### config.mk
export PLATFORM = sky130hd
export DESIGN_NAME = cmp_timer
export DESIGN_NICKNAME = d
export VERILOG_FILES = /design/src/rtl/cmp_timer_pkg.sv /design/src/rtl/cmp_timer_presc.sv /design/src/rtl/cmp_timer_cnt.sv /design/src/rtl/cmp_timer_cmp.sv /design/src/rtl/cmp_timer.sv
export SDC_FILE = /design/constraint.sdc
export NUM_CORES = 1
export LEC_CHECK = 0
export BUFFER_PORTS_ARGS = -buffer_cell sky130_fd_sc_hd__buf_2
export CORE_MARGIN = 2
export CORE_UTILIZATION = 50
export DETAILED_ROUTE_END_ITERATION = 10
export PLACE_DENSITY = 0.8
export SLEW_MARGIN = 20
export SYNTH_ARGS = -nofsm -noshare
export SYNTH_HDL_FRONTEND = slang
export SYNTH_SLANG_ARGS = --single-unit
export TNS_END_PERCENT = 5
### constraint.sdc
create_clock -name clk_i -period 3.85 [get_ports clk_i]
set_input_delay 0.385 -clock clk_i [delete_from_list [all_inputs] [get_ports clk_i]]
set_output_delay 0.385 -clock clk_i [all_outputs]
set_load 0.02 [all_outputs]
### src/rtl/cmp_timer_pkg.sv
package cmp_timer_pkg;

    localparam int MODE_W = 4;

    localparam logic [MODE_W-1:0] MODE_CTC = 4'b1100;
    localparam logic [MODE_W-1:0] MODE_PWM = 4'b1101;

    typedef enum logic [1:0] {
        SEL_TOP  = 2'd0,
        SEL_CMP  = 2'd1,
        SEL_CTRL = 2'd2,
        SEL_FLAG = 2'd3
    } reg_sel_e;

    typedef struct packed {
        logic              irq_en;
        logic [MODE_W-1:0] mode;
    } ctrl_t;

    function automatic logic mode_runs(input logic [MODE_W-1:0] m);
        return (m == MODE_CTC) || (m == MODE_PWM);
    endfunction

    function automatic logic mode_buffers(input logic [MODE_W-1:0] m);
        return m == MODE_PWM;
    endfunction

endpackage

### src/rtl/cmp_timer_presc.sv
module cmp_timer_presc #(
    parameter int DIV = 8
) (
    input  logic clk_i,
    input  logic rst_i,
    input  logic en_i,
    output logic tick_o
);
    generate
        if (DIV <= 1) begin : g_nodiv
            assign tick_o = en_i;
        end else begin : g_div
            localparam int PW = $clog2(DIV);
            localparam logic [PW-1:0] LAST = PW'(DIV - 1);
            logic [PW-1:0] phase_q;

            assign tick_o = en_i && (phase_q == LAST);

            always_ff @(posedge clk_i) begin
                if (rst_i) begin
                    phase_q <= '0;
                end else if (en_i) begin
                    phase_q <= (phase_q == LAST) ? '0 : phase_q + 1'b1;
                end
            end
        end
    endgenerate
endmodule

### src/rtl/cmp_timer_cnt.sv
module cmp_timer_cnt #(
    parameter int W = 16
) (
    input  logic         clk_i,
    input  logic         rst_i,
    input  logic         step_i,
    input  logic [W-1:0] top_i,
    output logic [W-1:0] cnt_o,
    output logic         wrap_o
);
    logic [W-1:0] cnt_q;

    assign cnt_o  = cnt_q;
    assign wrap_o = step_i && (cnt_q == top_i);

    always_ff @(posedge clk_i) begin
        if (rst_i) begin
            cnt_q <= '0;
        end else if (step_i) begin
            cnt_q <= (cnt_q == top_i) ? '0 : cnt_q + 1'b1;
        end
    end
endmodule

### src/rtl/cmp_timer_cmp.sv
module cmp_timer_cmp #(
    parameter int W = 16
) (
    input  logic         clk_i,
    input  logic         rst_i,
    input  logic         wr_i,
    input  logic [W-1:0] wdata_i,
    input  logic         buffered_i,
    input  logic         wrap_i,
    input  logic         step_i,
    input  logic [W-1:0] cnt_i,
    input  logic         irq_en_i,
    input  logic         clr_i,
    output logic [W-1:0] act_o,
    output logic         flag_o,
    output logic         irq_o
);
    logic [W-1:0] shadow_q;
    logic [W-1:0] act_q;
    logic         flag_q;
    logic         irq_q;
    logic         hit;

    assign hit    = step_i && (cnt_i == act_q);
    assign act_o  = act_q;
    assign flag_o = flag_q;
    assign irq_o  = irq_q;

    always_ff @(posedge clk_i) begin
        if (rst_i) begin
            shadow_q <= '0;
            act_q    <= '0;
        end else begin
            if (wr_i) begin
                shadow_q <= wdata_i;
            end
            if (wr_i && !buffered_i) begin
                act_q <= wdata_i;
            end else if (wrap_i && buffered_i) begin
                act_q <= shadow_q;
            end
        end
    end

    always_ff @(posedge clk_i) begin
        if (rst_i) begin
            flag_q <= 1'b0;
            irq_q  <= 1'b0;
        end else begin
            if (hit) begin
                flag_q <= 1'b1;
            end else if (clr_i) begin
                flag_q <= 1'b0;
            end
            irq_q <= hit && irq_en_i;
        end
    end
endmodule

### src/rtl/cmp_timer.sv
module cmp_timer
    import cmp_timer_pkg::*;
#(
    parameter int CNT_W   = 16,
    parameter int PRE_DIV = 8
) (
    input  logic             clk_i,
    input  logic             rst_i,
    input  logic             pre_en_i,
    input  logic             wr_en_i,
    input  logic [1:0]       wr_sel_i,
    input  logic [CNT_W-1:0] wr_data_i,
    output logic [CNT_W-1:0] count_o,
    output logic             match_flag_o,
    output logic             irq_o
);
    reg_sel_e         sel;
    ctrl_t            ctrl_q;
    logic [CNT_W-1:0] top_q;
    logic             tick;
    logic             run;
    logic             pwm;
    logic             step;
    logic             wrap;
    logic             cmp_wr;
    logic             clr;
    logic [CNT_W-1:0] act_cmp;

    assign sel    = reg_sel_e'(wr_sel_i);
    assign run    = mode_runs(ctrl_q.mode);
    assign pwm    = mode_buffers(ctrl_q.mode);
    assign step   = tick && run;
    assign cmp_wr = wr_en_i && (sel == SEL_CMP);
    assign clr    = wr_en_i && (sel == SEL_FLAG) && wr_data_i[0];

    always_ff @(posedge clk_i) begin
        if (rst_i) begin
            top_q  <= '1;
            ctrl_q <= '0;
        end else if (wr_en_i) begin
            if (sel == SEL_TOP) begin
                top_q <= wr_data_i;
            end
            if (sel == SEL_CTRL) begin
                ctrl_q <= ctrl_t'(wr_data_i[MODE_W:0]);
            end
        end
    end

    cmp_timer_presc #(.DIV(PRE_DIV)) presc_i (
        .clk_i (clk_i),
        .rst_i (rst_i),
        .en_i  (pre_en_i),
        .tick_o(tick)
    );

    cmp_timer_cnt #(.W(CNT_W)) cnt_i (
        .clk_i (clk_i),
        .rst_i (rst_i),
        .step_i(step),
        .top_i (top_q),
        .cnt_o (count_o),
        .wrap_o(wrap)
    );

    cmp_timer_cmp #(.W(CNT_W)) cmp_i (
        .clk_i     (clk_i),
        .rst_i     (rst_i),
        .wr_i      (cmp_wr),
        .wdata_i   (wr_data_i),
        .buffered_i(pwm),
        .wrap_i    (wrap),
        .step_i    (step),
        .cnt_i     (count_o),
        .irq_en_i  (ctrl_q.irq_en),
        .clr_i     (clr),
        .act_o     (act_cmp),
        .flag_o    (match_flag_o),
        .irq_o     (irq_o)
    );
endmodule

Yosys cells after proc, flatten, opt, wreduce, memory -nomap -nowiden --
Index checks and enable logic that the tools add are counted.
Word-level totals: bits in registers 74, input bits 22, output and inout port bits 18, word-level logic and storage cells 42
Cells by class: add/subtract/negate cells 2, eq/ne operators 8, mux-type cells 6, reduce and logical (&&, ||, !) cells 17
Operators by type and width (number):
- $mux 16 | 3
- $eq 16x16->1 | 2
- $add 16x1->16 const B | 1
- $logic_and 1x1->1 | 10
- $eq 4x4->1 const B | 2
- $eq 2x2->1 const B | 2
- $reduce_and 2->1 | 2
- $reduce_bool 2->1 | 2
- $add 3x1->3 const B | 1
- $eq 3x3->1 const B | 1
- $mux 3 | 1
- $eq 2x1->1 const B | 1
- $logic_not 2->1 | 1
- $mux 1 | 2
- $logic_not 1->1 | 1
- $logic_or 1x1->1 | 1

Logic depth before layout (Yosys ltp) --
word-level depth 7, depth in mapped cells 9, mapped depth without buffers 7

Modules after synthesis --
A second synthesis with hierarchy kept.
Second synthesis, totals: cells, all modules 374, area total of the unflattened synthesis 3751.1 µm²
Modules (own cells, without submodules):
- cmp_timer_cmp | times used 1, cells an instance 154, area each 1682.9 µm², seq. area each 680.7 µm²
- cmp_timer_cnt | times used 1, cells an instance 108, area each 1001.0 µm², seq. area each 320.3 µm²
- cmp_timer | times used 1, cells an instance 99, area each 924.6 µm², seq. area each 420.4 µm²
- cmp_timer_presc | times used 1, cells an instance 13, area each 142.6 µm², seq. area each 60.1 µm²

Least setup slack after synthesis --
Ideal clock, no wire load.
path type register to register, from reg presc_i.g_div.phase_q[0], to reg cnt_i.cnt_q[1], in the netlist cnt_i.cnt_o[1], setup time 0.065 ns, data arrival time 1.788 ns, required time 3.785 ns, path slack 1.997 ns, cell stages (with the launch flop) 10, buffers on the path 2, clock period less this slack 1.853 ns, cells stage by stage dfxtp_1 > ha_1 > ha_1 > and2_1 > and2_1 > buf_4 > and3_1 > a21o_2 > buf_2 > nor2_1
Between the ends: word-level cells in the longest chain between the ends 3
Ends and longest elaborated chain:
- start, declared | line cmp_timer_presc.sv:15 | logic [PW-1:0] phase_q;
- start signal, assigned | line cmp_timer_presc.sv:23 | phase_q <= (phase_q == LAST) ? '0 : phase_q + 1'b1;
- $eq 3x3->1 | line cmp_timer_presc.sv:17 | assign tick_o = en_i && (phase_q == LAST);
- $logic_and 1x1->1 | line cmp_timer_presc.sv:17
- $logic_and 1x1->1 | line cmp_timer.sv:32 | assign step = tick && run;
- end signal, assigned | line cmp_timer_cnt.sv:20 | cnt_q <= (cnt_q == top_i) ? '0 : cnt_q + 1'b1;
- end, declared | line cmp_timer_cnt.sv:11 | logic [W-1:0] cnt_q;
No other way between the ends. A chain may end at the register's enable or synchronous reset.

Final worst setup path --
from reg presc_i.g_div.phase_q[0], to reg cnt_i.cnt_q[12], in the netlist cnt_i.cnt_o[12]
The elaborated chain is that of the path after synthesis.

==> run_results.csv <==
group,metric,value,unit
outcome,status,"finished clean",
synthesis,yosys-top-cells-count,"dfxtp_1, nor2_1, nand2_1",
synthesis,yosys_warnings,0,
cts,cts.clk_slew.worst_paths,0.08,ns
route,drt-initial-drc-count,215,
sta,slew_headroom,28.7,%
placement,place_area,0.00362,mm2
die,fp-row-count,30,
power_and_ir_drop,ir_worst_vdd,0.265,mV
cts,clkLatencyLatePin,0.36,ns
grt,grt_pass1_wl,13000,um
power_and_ir_drop,power_density,403,mW/mm2
final_layout,drive_gt1_share,17.7,%
grt,grt_util_met2,34.1,%
route,vias,2817,
synthesis,avgSynthCellArea,9.01,um2
synthesis,ys_seq_elements,74,
cts,cts.sinks,74,
die,pin_count,40,
synthesis,async_reset_ff_share,0,%
cts,cts_buffer_depth,2,
cts,cts_setup_buffers,0,
worst_setup_path,cp-end-kind,"register",
synthesis,ys_types,43,
grt,gr-total-overflow,0,
route,wl_per_cell,16.2,um
grt,met1_usage,30.4,%
sta,rsz0062_at_grt,"false",
final_layout,syn_to_final_growth,10.3,%
synthesis,seq_area_frac_synth,42.7,%
sta,tns,0,ns
cts,htree_levels,3,
cts,cts_root_buffer,"clkbuf_8",
die,fp.dieW,87.3,um
placement,place_inst,477,
sta,worst_pin_slew,1.07,ns
grt,antenna_found_initial,0,
sta,min_period_over_period,59.3,%
grt,first_global_vias,2600,
final_layout,finalNetCount,433,
worst_setup_path,worstPathArrival,2.52,ns
placement,pre_cts_ws,1.60,ns
sta,clock_skew,0.0147,ns
final_layout,instances_no_fill,493,
route,vias_per_cell,5.71,
sta,fmaxAchievable,438,MHz
sta,finalHoldViolations,0,
worst_setup_path,critPathLaunchType,"register",
route,antenna_left,0,
cts,hold_buffers,0,
sta,period_needed,2.28,ns
grt,grt_usage,22.4,%
worst_setup_path,cp_data_required_time,4.08,ns
synthesis,synth_ff_type,"dfxtp_1",
sta,fin_ws,1.57,ns
sta,hold_slack,0.266,ns
sta,slew_viol_final,0,
route,drt-total-wl,7970,um
placement,gp_congestion,0.879,
synthesis,synthesis.area,0.00347,mm2
route,drt_first_pass_iters,4,
route,drc,0,
run,max-cap-violations,0,
final_layout,stdcell_area,0.00382,mm2
synthesis,syn_inst,385,
synthesis,synth_top_area_share,42.7,%
worst_setup_path,path_class,"register to register",
grt,grt_max_degree,60,
sta,finalSetupViolCount,0,
die,coreArea,0.00676,mm2
worst_setup_path,path_max_fanout,16,
cts,cts-resized-gates,0,
final_layout,fin_util,56.6,%
synthesis,post-synth-top-count-cell,"dfxtp_1",
cts,cts_tree,"yes",
die,die_h,87.3,um
synthesis,synth.largest_area_cell,"dfxtp_1",
power_and_ir_drop,p_leak,1.46,nW
die,initial_core_util,51.3,%
synthesis,synth_area_leaders,"dfxtp_1, xnor2_1, xor2_1, nor2_1, nand2_1",
final_layout,n_antenna_cell,0,
worst_hold_path,hold_path.class,"primary input to register",
grt,top_usage_layer,"met2",
placement,place_hpwl,5670,um
placement,port_buffers,39,
power_and_ir_drop,total_power,1.54,mW
die,die-area,0.00762,mm2
synthesis,synth_edf_count,0,
grt,use_met3,4.93,%
synthesis,synthesis.nets,410,
cts,cts_buffers,9,
-- registers in the layout, indices dropped and copies added (netlist names) --
register,count
cmp_i.flag_o,1
cnt_i.cnt_o,16
presc_i.g_div.phase_q,3
cmp_i.shadow_q,16
ctrl_q,5
top_q,16
cmp_i.act_o,16
cmp_i.irq_o,1
-- per-layer routing --
layer / wire, um / vias up
met4: 187 / 0
met3: 422 / 18
met1: 3620 / 1332
met2: 3740 / 90
met5: 0 / -
li1: - / 1377
-- final timing paths --
path | start | end | slack (ns) | cells after the start
min reg2reg | cmp_i.flag_o | cmp_i.flag_o | 0.46 | 2
max reg2reg | presc_i.g_div.phase_q[0] | cnt_i.cnt_o[12] | 1.57 | 7
min | wr_data_i[14] | top_q[14] | 0.27 | 2
max | presc_i.g_div.phase_q[0] | cnt_i.cnt_o[12] | 1.57 | 7
-- layout make-up --
class	instances	area [um2]
fill	608	2930
tap	80	100
sequential	74	1480
multi-input combinational	279	1820
inverter	4	15.0
clock buffer	12	155
timing repair buffer	40	203
clock inverter	4	48.8
-- power by group --
part	leakage [nW]	total (mW)	internal, mW	switching, mW
clock network	0.107	0.617	0.335	0.282
logic	0.748	0.115	0.0483	0.0667
registers	0.602	0.808	0.790	0.0176
-- worst max-delay path, stage by stage (launching register included) --
cell     delay [ns]
dfxtp_1        0.37
ha_1           0.17
ha_1           0.16
and2_1         0.16
and2_1         0.31
and3_1         0.52
a21o_2         0.39
nor2_1         0.08
-- cell families after synthesis --
kind of cell | count (synthesis) | synth area share [%]
mux | 8 | 2.31
xor+xnor | 47 | 12.1
flops | 74 | 42.7
compound gates | 61 | 13.0
simple gates | 160 | 23.9
buf+inv | 32 | 4.91
fa+ha+maj | 3 | 1.08
-- cell usage in the layout (no fill, tap or decap), types with 3 or more instances in the layout --
cell,Yosys,layout
clkbuf_8,0,11
a31oi_1,6,6
ha_1,3,3
o221a_2,7,7
nand3_1,5,5
nor2b_1,16,16
inv_1,4,4
nor3_1,7,7
dfxtp_1,74,74
o21ai_0,3,3
a211o_1,16,16
nand2_1,43,43
and3_1,3,3
o211ai_1,6,6
a311oi_1,3,3
xor2_1,22,22
nand4_1,18,18
buf_2,8,39
xnor2_1,24,24
nor2_1,48,48
a21oi_1,18,18
mux2i_1,8,8
Note: power is estimated with default switching activity, not from simulation.
